## config.mk

```make
export PLATFORM = sky130hd
export DESIGN_NAME = irq_hub
export DESIGN_NICKNAME = d
export VERILOG_FILES = /design/src/rtl/irq_pkg.sv /design/src/rtl/irq_flags.sv /design/src/rtl/irq_select.sv /design/src/rtl/irq_hub.sv
export SDC_FILE = /design/constraint.sdc
export NUM_CORES = 1
export LEC_CHECK = 0
export ABC_CLOCK_PERIOD_IN_PS = 1900
export BUFFER_PORTS_ARGS = -buffer_cell sky130_fd_sc_hd__buf_2
export CORE_MARGIN = 4
export CORE_UTILIZATION = 49
export CTS_BUF_LIST = sky130_fd_sc_hd__clkbuf_8
export CTS_CLUSTER_SIZE = 24
export DETAILED_ROUTE_END_ITERATION = 7
export PLACE_DENSITY = 0.78
export SLEW_MARGIN = 20
export SYNTH_ARGS = -nofsm -noshare
export SYNTH_HDL_FRONTEND = slang
export SYNTH_HIERARCHICAL = 1
export SYNTH_SLANG_ARGS = --single-unit
```

## constraint.sdc

```tcl
create_clock -name clk -period 1.9 [get_ports clk]
set_input_delay 0.285 -clock clk [delete_from_list [all_inputs] [get_ports clk]]
set_output_delay 0.285 -clock clk [all_outputs]
set_load 0.01 [all_outputs]
```

## src/rtl/irq_pkg.sv

```systemverilog
package irq_pkg;
  localparam int N_SRC = 6;
  localparam int VEC_W = 3;
  localparam int EN_W  = 8;
  localparam int RSV_BIT = 6;
  localparam int MASTER_BIT = 7;
  localparam logic [EN_W-1:0] EN_KEEP = ~(EN_W'(1) << RSV_BIT);

  typedef enum logic [VEC_W-1:0] {
    V_EXT0 = 3'd0, V_TMR0 = 3'd1, V_EXT1 = 3'd2,
    V_TMR1 = 3'd3, V_SER  = 3'd4, V_TMR2 = 3'd5
  } vec_e;

  // lowest set index wins
  function automatic logic [VEC_W-1:0] first_pending(input logic [N_SRC-1:0] p);
    logic [VEC_W-1:0] r;
    r = '0;
    for (int i = N_SRC - 1; i >= 0; i--)
      if (p[i]) r = VEC_W'(i);
    return r;
  endfunction

  function automatic logic [N_SRC-1:0] gate_req(input logic [N_SRC-1:0] req,
                                                input logic [EN_W-1:0] en);
    return en[MASTER_BIT] ? (req & en[N_SRC-1:0]) : '0;
  endfunction
endpackage

```

## src/rtl/irq_flags.sv

```systemverilog
module irq_flags
  import irq_pkg::*;
(
  input  logic             clk,
  input  logic             rst_n,
  input  logic [1:0]       ext_line,
  input  logic [1:0]       ext_edge,
  input  logic [1:0]       tmr_ovf,
  input  logic             t2_ovf,
  input  logic             t2_evt,
  input  logic             ser_rx,
  input  logic             ser_tx,
  input  logic [3:0]       sw_clr,
  input  logic             ack_fire,
  input  logic [VEC_W-1:0] ack_vec,
  output logic [N_SRC-1:0] req
);
  logic [1:0] ext_req_w;
  logic [1:0] tmr_flag_w;
  logic t2_ovf_q, t2_evt_q, rx_q, tx_q;

  genvar g;
  generate
    for (g = 0; g < 2; g++) begin : g_ext
      logic smp, eflag;
      always_ff @(posedge clk or negedge rst_n) begin
        if (!rst_n) begin
          smp   <= 1'b0;
          eflag <= 1'b0;
        end else begin
          smp <= ext_line[g];
          if (ext_edge[g] && ext_line[g] && !smp) eflag <= 1'b1;
          else if (ack_fire && ack_vec == VEC_W'(2 * g)) eflag <= 1'b0;
        end
      end
      assign ext_req_w[g] = ext_edge[g] ? eflag : smp;
    end

    for (g = 0; g < 2; g++) begin : g_tmr
      logic dly, flag;
      always_ff @(posedge clk or negedge rst_n) begin
        if (!rst_n) begin
          dly  <= 1'b0;
          flag <= 1'b0;
        end else begin
          dly <= tmr_ovf[g];
          if (dly) flag <= 1'b1;
          else if (ack_fire && ack_vec == VEC_W'(2 * g + 1)) flag <= 1'b0;
        end
      end
      assign tmr_flag_w[g] = flag;


      tmr_ackclr_chk: assert property (@(posedge clk) disable iff (!rst_n)
        (ack_fire && ack_vec == VEC_W'(2 * g + 1) && !dly) |=> !flag);
    end
  endgenerate

  always_ff @(posedge clk or negedge rst_n) begin
    if (!rst_n) begin
      t2_ovf_q <= 1'b0;
      t2_evt_q <= 1'b0;
      rx_q     <= 1'b0;
      tx_q     <= 1'b0;
    end else begin
      if (t2_ovf) t2_ovf_q <= 1'b1; else if (sw_clr[0]) t2_ovf_q <= 1'b0;
      if (t2_evt) t2_evt_q <= 1'b1; else if (sw_clr[1]) t2_evt_q <= 1'b0;
      if (ser_rx) rx_q     <= 1'b1; else if (sw_clr[2]) rx_q     <= 1'b0;
      if (ser_tx) tx_q     <= 1'b1; else if (sw_clr[3]) tx_q     <= 1'b0;
    end
  end

  assign req = {t2_ovf_q | t2_evt_q, rx_q | tx_q, tmr_flag_w[1],
                ext_req_w[1], tmr_flag_w[0], ext_req_w[0]};


  t2_keep_chk: assert property (@(posedge clk) disable iff (!rst_n)
    (t2_ovf_q && !sw_clr[0]) |=> t2_ovf_q);

  ser_keep_chk: assert property (@(posedge clk) disable iff (!rst_n)
    (rx_q && !sw_clr[2]) |=> rx_q);
endmodule

```

## src/rtl/irq_select.sv

```systemverilog
module irq_select
  import irq_pkg::*;
(
  input  logic             clk,
  input  logic             rst_n,
  input  logic [N_SRC-1:0] req,
  input  logic             en_wr,
  input  logic [EN_W-1:0]  en_wdata,
  output logic [EN_W-1:0]  en_rdata,
  input  logic             irq_ack,
  output logic             irq_valid,
  output logic [VEC_W-1:0] irq_vec,
  output logic             ack_fire
);
  logic [EN_W-1:0]  en_q;
  logic [N_SRC-1:0] pend;
  logic             pend_any;

  assign pend     = gate_req(req, en_q);
  assign pend_any = |pend;
  assign ack_fire = irq_valid && irq_ack;
  assign en_rdata = en_q;

  always_ff @(posedge clk or negedge rst_n) begin
    if (!rst_n) en_q <= '0;
    else if (en_wr) en_q <= en_wdata & EN_KEEP;
  end

  always_ff @(posedge clk or negedge rst_n) begin
    if (!rst_n) begin
      irq_valid <= 1'b0;
      irq_vec   <= '0;
    end else if (ack_fire) begin
      irq_valid <= 1'b0;
    end else if (!irq_valid && pend_any) begin
      irq_valid <= 1'b1;
      irq_vec   <= first_pending(pend);
    end
  end


  hold_vec_chk: assert property (@(posedge clk) disable iff (!rst_n)
    (irq_valid && !irq_ack) |=> (irq_valid && $stable(irq_vec)));

  master_off_chk: assert property (@(posedge clk) disable iff (!rst_n)
    (!en_q[MASTER_BIT] && !irq_valid) |=> !irq_valid);

  rsv_zero_chk: assert property (@(posedge clk) disable iff (!rst_n)
    en_wr |=> !en_rdata[RSV_BIT]);

  issue_pending_chk: assert property (@(posedge clk) disable iff (!rst_n)
    $rose(irq_valid) |-> $past(pend_any));
endmodule

```

## src/rtl/irq_hub.sv

```systemverilog
module irq_hub
  import irq_pkg::*;
(
  input  logic       clk,
  input  logic       rst_n,
  input  logic [1:0] ext_line,
  input  logic [1:0] ext_edge,
  input  logic [1:0] tmr_ovf,
  input  logic       t2_ovf,
  input  logic       t2_evt,
  input  logic       ser_rx,
  input  logic       ser_tx,
  input  logic [3:0] sw_clr,
  input  logic       en_wr,
  input  logic [7:0] en_wdata,
  output logic [7:0] en_rdata,
  output logic       irq_valid,
  output logic [2:0] irq_vec,
  input  logic       irq_ack
);
  logic [N_SRC-1:0] req;
  logic             ack_fire;

  irq_flags u_flags (
    .clk(clk), .rst_n(rst_n), .ext_line(ext_line), .ext_edge(ext_edge),
    .tmr_ovf(tmr_ovf), .t2_ovf(t2_ovf), .t2_evt(t2_evt),
    .ser_rx(ser_rx), .ser_tx(ser_tx), .sw_clr(sw_clr),
    .ack_fire(ack_fire), .ack_vec(irq_vec), .req(req)
  );

  irq_select u_sel (
    .clk(clk), .rst_n(rst_n), .req(req), .en_wr(en_wr),
    .en_wdata(en_wdata), .en_rdata(en_rdata), .irq_ack(irq_ack),
    .irq_valid(irq_valid), .irq_vec(irq_vec), .ack_fire(ack_fire)
  );
endmodule

```

==> results.cfg, run 1 <==
[synthesis]
synth_cell_types = 27
syn_area_per_cell_um2 = 11.9
synthMostInstantiatedCell = dfrtp_1
syn_inst = 84
synth_enable_flop_cells = 0
syn_area_um2 = 1000
synth.area.top_cells = dfrtp_1 58%, mux2_2 7.9%, a21o_1 5.3%
seq_area_frac_synth_pct = 57.6
synth-seq-cells = 23
synth_fp_nets = 110
synth.top_cell.area_share_pct = 57.6
ys_warn_count = 6
synthTopCellsByCount = 23 x dfrtp_1, 9 x nand2_1, 7 x a21o_1, 7 x inv_1, 7 x mux2_2
ys.flop_type = dfrtp_1
yosysTopAreaCell = dfrtp_1
async_flop_share_pct = 100

[global_routing]
grt.overflow.total = 0
grt_use_total_pct = 16.0
antenna_found_initial = 0
grt_max_degree = 24
grt_pass1_vias = 752
grt_pass1_wl_um = 3220

[place]
dp_cells = 142
place_congestion = 0.713
pre_cts_ws_ns = 0.380
hpwlAfterDp_um = 1530
port-buffer-count = 35

[cts]
hold_buffers = 1
clkSinkCount = 23
numCtsBuffers = 3
cts_tree = built
post-cts-setup-buffers = 0
clk_latency_ns = 0.26
clkSlewWorstSetupHoldPaths_ns = 0.08
ctsResizeCount = 0
cts-root-buf = clkbuf_8
cts_max_level = 1
clock_path_buffers = 2

[pwr]
p_leak_nw = 0.619
cellPowerDensity_mw_per_mm2 = 1050
irDropWorstVdd_uv = 725

[floorplanning]
die_y_um = 53.2
coreArea_mm2 = 0.00194
row_count = 16
dieArea_mm2 = 0.00283
dieWidth_um = 53.2
ios = 38
start_util_pct = 51.5

[sta]
rsz0062_at_grt = no
worst_slack_ns = 0.401
hold_slack_ns = 0.123
hold_viol = 0
period_share_pct = 78.9
tns_ns = 0
max_freq_ghz = 0.667
finalSetupViolCount = 0
finalCriticalPeriod_ns = 1.50
fin_skew_ns = 0.00369
slew_violations = 0

[worst_setup_path]
crit_family = multiplexers
required_ns = 2.05
crit_arrival_ns = 1.65
criticalPathCategory = flip-flop to flip-flop
worst_path_max_delay_cell = dfrtp_1
slowest_delay_ns = 0.39
cp_cell_sequence = mux2_1 -> nand2_1 -> a31oi_2 -> nor2_2 -> mux2_4
crit_fanout = 3
cp-end-kind = flip-flop
start_kind = flip-flop
path_buf_inv = 0

[hold_path]
worstHoldPathType = primary input to flip-flop

[layout]
area_growth_syn_to_layout_pct = 23.9
num-nets-final = 147
stdcell_count = 147
antenna_cells = 0
drive_gt1_share_pct = 44.2

[run]
maxCapViolations = 0

[route]
vias_per_cell = 4.95
drtIter0Drc = 6
wl_um = 1960
drcViolationCount = 0
drt_first_pass_iters = 4
ant_nets = 0
via_count = 728
wl_per_cell_um = 13.3

[outcome]
run_status = finished clean
cell families after synthesis:
family / synth area share, %
and+or+nand+nor: 12.5
AOI/OAI and AO/OA: 12.6
DFF: 57.6
muxes: 11.6
buffers and inverters: 5.26
other: 0.375
routing by layer:
layer | wire [um] | vias up | track usage (%)
li1 | - | 353 | -
met1 | 837 | 349 | 20.0
met2 | 996 | 26 | 27.5
met3 | 125 | 0 | 3.38
met4 | 0 | 0 | 5.11
met5 | 0 | - | 0
metrics by stage:
stage	area [um^2]	util [%]	total power, W
after CTS	1240	63.8	0.00132
after global placement	1180	60.9	0.000994
final	1240	63.8	0.00130
after detailed placement	1180	60.9	0.00101
after floorplan	1000	-	0.000877
after global routing	1240	63.8	0.00139
registers in the layout (all words and copies together), names as in the netlist, 2 cells and up:
name,count
u_flags/g_ext.eflag,2
u_flags/g_ext.smp,2
u_flags/g_tmr.dly,2
u_flags/g_tmr.flag,2
u_sel/en_rdata,7
u_sel/irq_vec,3
final timing paths:
kind / start / endpoint / slack (ns) / cells past startpoint
worst min-delay path: tmr_ovf[0] / u_flags/g_tmr[0].dly / 0.12 / 1
min in group asynchronous: rst_n / u_flags/g_ext[0].smp / 0.52 / 2
max in group asynchronous: rst_n / u_flags/rx_q / 1.05 / 2
worst min register to register: u_flags/g_tmr[1].dly / u_flags/g_tmr[1].flag / 0.45 / 1
worst max-delay path: u_flags/g_ext[1].eflag / u_sel/irq_vec[0] / 0.40 / 5
worst max register to register: u_flags/g_ext[1].eflag / u_sel/irq_vec[0] / 0.40 / 5
area by class of cell:
class	instances	area, um^2
Clock buffer	3	41.3
Clock inverter	1	5.00
Fill cell	181	703
Inverter	7	26.3
Multi-Input combinational cell	50	372
Sequential cell	23	576
Tap cell	27	33.8
Timing Repair Buffer	36	185
power breakdown:
part | internal, W | switching, W | leakage [nW]
Sequential | 0.000576 | 0.0000855 | 0.260
Clock | 0.000146 | 0.000150 | 0.0255
Combinational | 0.000177 | 0.000168 | 0.334
Total | 0.000899 | 0.000404 | 0.619
cell usage in the layout (no fill, tap or decap), types with 2 or more instances in the layout:
master    Yosys  final
nand2b_1      2      2
a21o_1        7      7
nor2_1        2      2
clkbuf_8      0      3
o22ai_1       2      2
nand2_1       9      9
dfrtp_1      23     23
inv_1         7      7
a21oi_1       3      3
or2_2         2      2
mux2_2        7      7
buf_2         0     35
mux2_1        2      2
(Power assumes the default switching activity.)
==> inputs of run 2 (changes only) <==
--- a/config.mk
+++ b/config.mk
@@ -5,14 +5,14 @@
 export SDC_FILE = /design/constraint.sdc
 export NUM_CORES = 1
 export LEC_CHECK = 0
-export ABC_CLOCK_PERIOD_IN_PS = 1900
+export ABC_CLOCK_PERIOD_IN_PS = 1250
 export BUFFER_PORTS_ARGS = -buffer_cell sky130_fd_sc_hd__buf_2
 export CORE_MARGIN = 4
-export CORE_UTILIZATION = 49
+export CORE_UTILIZATION = 45
 export CTS_BUF_LIST = sky130_fd_sc_hd__clkbuf_8
 export CTS_CLUSTER_SIZE = 24
 export DETAILED_ROUTE_END_ITERATION = 7
-export PLACE_DENSITY = 0.78
+export PLACE_DENSITY = 0.75
 export SLEW_MARGIN = 20
 export SYNTH_ARGS = -nofsm -noshare
 export SYNTH_HDL_FRONTEND = slang
==> constraint.sdc (replaced) <==
create_clock -name clk -period 1.25 [get_ports clk]
set_input_delay 0.1875 -clock clk [delete_from_list [all_inputs] [get_ports clk]]
set_output_delay 0.1875 -clock clk [all_outputs]
set_load 0.01 [all_outputs]
==> results.cfg, run 2 (synthesis gave the netlist of run 1 again) <==
[sta]
finalSetupViolCount = 1
hold_slack_ns = 0.0339
hold_viol = 0
finalCriticalPeriod_ns = 1.36
max_freq_ghz = 0.736
tns_ns = -0.109
rsz0062_at_grt = yes
slew_violations = 0
worst_slack_ns = -0.109
period_share_pct = 109
fin_skew_ns = 0.000974

[floorplanning]
start_util_pct = 49.0
ios = 38
die_y_um = 55.1
dieArea_mm2 = 0.00304
dieWidth_um = 55.1
coreArea_mm2 = 0.00204
row_count = 16

[worst_setup_path]
crit_arrival_ns = 1.50
r2r_cells = 5
start_kind = flip-flop
criticalPathCategory = flip-flop to flip-flop
crit_fanout = 2
required_ns = 1.40
reg2reg_from = u_flags/g_ext[1].smp
worst_path_max_delay_cell = dfrtp_1
slowest_delay_ns = 0.38
rrSetupSlack_ns = -0.11
cp_cell_sequence = mux2_4 -> nand2_4 -> a31oi_4 -> nor2_4 -> mux2_4
cp-end-kind = flip-flop
r2r_end = u_sel/irq_vec[0]
crit_top_cell = mux2_4

[layout]
largest_reg_flops = 7
area_growth_syn_to_layout_pct = 37.2
regArea_um2 = 576
multiInputGateArea_um2 = 423
final_util_pct = 67.2
num-nets-final = 158
n_fill_cell = 170
antenna_cells = 0
drive_gt1_share_pct = 53.4
final_common_cell = buf_2
layout_common_cells = 35 x buf_2, 23 x dfrtp_1, 11 x buf_4

[route]
drt_first_pass_iters = 4
ant_nets = 0
vias_per_cell = 4.85
drcViolationCount = 0
wl_per_cell_um = 12.3
via_count = 767
wl_um = 1940
drtIter0Drc = 13

[cts]
clkSinkCount = 23
cts_tree = built
cts-root-buf = clkbuf_8
clkSlewWorstSetupHoldPaths_ns = 0.07
numCtsBuffers = 3
clk_latency_ns = 0.25
clock_path_buffers = 2
cts_max_level = 1

[hold_path]
worstHoldPathType = primary input to flip-flop
min_delay_path_depth = 1
hp-start = tmr_ovf[1]
hold_end = u_flags/g_tmr[1].dly

[global_routing]
grt.overflow.total = 0
grt_use_total_pct = 14.8
antenna_found_initial = 0
grt_pass1_wl_um = 3120
grt_pass1_vias = 762
grt_max_degree = 24

[pwr]
cellPowerDensity_mw_per_mm2 = 1520
irDropWorstVdd_uv = 803
p_leak_nw = 0.695

[outcome]
run_status = finished with violations
violations = negative setup slack

[place]
place_congestion = 0.739
port-buffer-count = 35
hpwlAfterDp_um = 1510

[run]
maxCapViolations = 0
## run 2: changes by cell type in the layout (fill, tap and decap cells not counted), sizes merged
| cell | delta |
|---|---|
| buf | +11 |
| clkinv | -1 |
| inv | +1 |
## run 2: metal layers
layer | part of all wire (%) | up-vias | track usage [%]
met5 | 0 | - | 0
met4 | 0.36 | 0 | 7.29
met3 | 8.7 | 2 | 2.41
met2 | 49 | 31 | 26.2
met1 | 42 | 357 | 17.3
li1 | - | 377 | -
## run 2: cell type report
class                           instances  share of cell area (%)
Multi-Input combinational cell         50                    30.8
Sequential cell                        23                    42.0
Tap cell                               27                    2.46
Clock inverter                          1                   0.274
Clock buffer                            3                    3.01
Inverter                                7                    1.92
Timing Repair Buffer                   47                    19.5
## run 2: worst max-delay path, delay by kind of cell, from the launching register on
family | cells | cell delay, ns
AOI/OAI and AO/OA | 1 | 0.10
DFF | 1 | 0.38
muxes | 2 | 0.58
and+or+nand+nor | 2 | 0.18
## run 2: repair_timing
item,CTS,global route
setup buffers,2,0
endpoints found under the setup margin,1,1
endpoints found under the hold margin,23,0
gates resized for setup,8,1
pin swaps,3,0
hold buffers,1,0
## run 2: report_power, final
group          switching (W)  leakage [nW]  internal [W]
Combinational       0.000293         0.409      0.000364
Sequential          0.000126         0.260      0.000876
Clock               0.000213        0.0269      0.000219
## run 2: metrics by stage
stage / cells / area [um^2] / total power [W] / worst slack (ns)
floorplan: 84 / 1010 / 0.00135 / -0.0953
global placement: 151 / 1260 / 0.00158 / -0.124
detailed placement: 151 / 1260 / 0.00160 / -0.141
CTS: 158 / 1370 / 0.00209 / -0.115
global route: 158 / 1370 / 0.00222 / -0.152
finish: 158 / 1370 / 0.00209 / -0.109
## run 2: how the worst max path moves through the flow
stage / from / end / slack, ns / cells past startpoint
6_report: u_flags/g_ext[1].smp / u_sel/irq_vec[0] / -0.11 / 5
3_3_place_gp: u_flags/g_ext[0].smp / u_sel/irq_vec[0] / -0.12 / 5
5_1_grt: u_flags/g_ext[1].smp / u_sel/irq_vec[0] / -0.15 / 5
3_5_place_dp: u_flags/g_ext[0].smp / u_sel/irq_vec[0] / -0.14 / 5
2_1_floorplan: u_flags/g_ext[0].smp / u_sel/irq_vec[0] / -0.1 / 5
4_1_cts: u_flags/g_ext[0].smp / u_sel/irq_vec[0] / -0.11 / 5
==> inputs of run 3 (changes only) <==
--- a/config.mk
+++ b/config.mk
@@ -7,6 +7,7 @@
 export LEC_CHECK = 0
 export ABC_CLOCK_PERIOD_IN_PS = 1250
 export BUFFER_PORTS_ARGS = -buffer_cell sky130_fd_sc_hd__buf_2
+export CORE_ASPECT_RATIO = 0.9
 export CORE_MARGIN = 4
 export CORE_UTILIZATION = 45
 export CTS_BUF_LIST = sky130_fd_sc_hd__clkbuf_8
==> results.cfg, run 3 (synthesis gave the netlist of run 1 again) <==
[floorplanning]
die_y_um = 52.7
dieWidth_um = 57.7
coreArea_mm2 = 0.00201
start_util_pct = 49.8
ios = 38
dieArea_mm2 = 0.00304
row_count = 15

[global_routing]
grt_pass1_wl_um = 3580
grt_use_total_pct = 15.7
grt_max_degree = 24
antenna_found_initial = 0
grt.overflow.total = 0
grt_pass1_vias = 821

[sta]
hold_slack_ns = 0.0275
tns_ns = -0.140
rsz0062_at_grt = yes
tightest_slew_ns = 0.504
max_freq_ghz = 0.719
slew_violations = 0
period_share_pct = 111
finalSetupViolCount = 1
hold_viol = 0
worst_slack_ns = -0.140
finalCriticalPeriod_ns = 1.39
fin_skew_ns = 0.000808
relSlewSlack_pct = 66.4

[hold_path]
min_delay_path_depth = 1
worstHoldPathType = primary input to flip-flop

[place]
placed_cell_area_mm2 = 0.00127
place_congestion = 0.785
pre_cts_ws_ns = -0.143
hpwlAfterDp_um = 1540
port-buffer-count = 35

[pwr]
p_leak_nw = 0.701
irDropWorstVdd_uv = 952
cellPowerDensity_mw_per_mm2 = 1550
total_power_w = 0.00215

[cts]
clkSinkCount = 23
numCtsBuffers = 3
cts_max_level = 1
clock_path_buffers = 2
clk_latency_ns = 0.26
clkSlewWorstSetupHoldPaths_ns = 0.07
cts_tree = built
cts-root-buf = clkbuf_8

[worst_setup_path]
worst_path_max_delay_cell = dfrtp_1
cp_cell_sequence = mux2_4 -> nand2_4 -> a31oi_4 -> nor2_2 -> mux2_4
criticalPathCategory = flip-flop to flip-flop
required_ns = 1.40
crit_fanout = 2
start_kind = flip-flop
cp-end-kind = flip-flop
slowest_delay_ns = 0.38
r2r_cells = 5
crit_arrival_ns = 1.54
crit_top_cell = mux2_4

[route]
drcViolationCount = 0
drt_first_pass_iters = 4
wl_per_cell_um = 13.5
via_count = 789
vias_per_cell = 5.03
drtIter0Drc = 35
ant_nets = 0
wl_um = 2110

[layout]
multiInputGateArea_um2 = 434
regArea_um2 = 576
drive_gt1_share_pct = 55.3
final_common_cell = buf_2
antenna_cells = 0
largest_reg_flops = 7
n_fill_cell = 162
layout_common_cells = 35 x buf_2, 23 x dfrtp_1, 12 x buf_4
num-nets-final = 159
final_cell_area_mm2 = 0.00139
area_growth_syn_to_layout_pct = 38.8

[run]
maxCapViolations = 0

[outcome]
run_status = finished with violations
violations = negative setup slack
run 3: critical path, delay by kind of cell (launching register included):
family	cells	cell delay, ns
flops	1	0.38
compound gates	1	0.09
mux	2	0.60
simple gates	2	0.21
run 3: final cells by class:
class,instances,area share (%)
clock buffers,3,2.98
clock inverters,1,0.271
inverters,7,1.89
multi-input cells,50,31.3
flip-flops and latches,23,41.5
well taps,25,2.25
repair buffers,48,19.8
run 3: worst paths after layout:
kind | start | end | slack [ns]
worst max register to register | u_flags/g_ext[0].smp | u_sel/irq_vec[0] | -0.14
max in group asynchronous | rst_n | u_sel/irq_vec[1] | 0.49
min in group asynchronous | rst_n | u_flags/g_ext[0].eflag | 0.43
worst min-delay path | tmr_ovf[1] | u_flags/g_tmr[1].dly | 0.03
worst max-delay path | u_flags/g_ext[0].smp | u_sel/irq_vec[0] | -0.14
worst min register to register | u_flags/g_tmr[1].dly | u_flags/g_tmr[1].flag | 0.44
run 3: metal layers:
layer,share of wire [%],routed length (um),GRT usage (%),vias up
li1,-,-,-,383
met1,41,872,18.6,369
met5,0,0,0,-
met2,49,1030,27.1,33
met4,0.43,9,3.47,0
met3,9.5,200,5.91,4
run 3: per-stage QoR:
stage               cells  util (%)
floorplan              84         -
global placement      150      63.1
detailed placement    150      63.1
CTS                   157      68.7
global route          157      69.1
finish                157      69.1
run 3: where the power goes:
part	internal (W)	leakage [nW]	switching, W
Sequential	0.000876	0.260	0.000131
Clock	0.000219	0.0269	0.000220
Combinational	0.000382	0.414	0.000317
Total	0.00148	0.701	0.000668
run 3: timing repair:
action,in CTS,in global routing
endpoints found under the setup margin,1,4
setup buffers,2,0
endpoints found under the hold margin,23,0
resized for setup,9,2
pin swaps,2,0
hold buffers,1,0
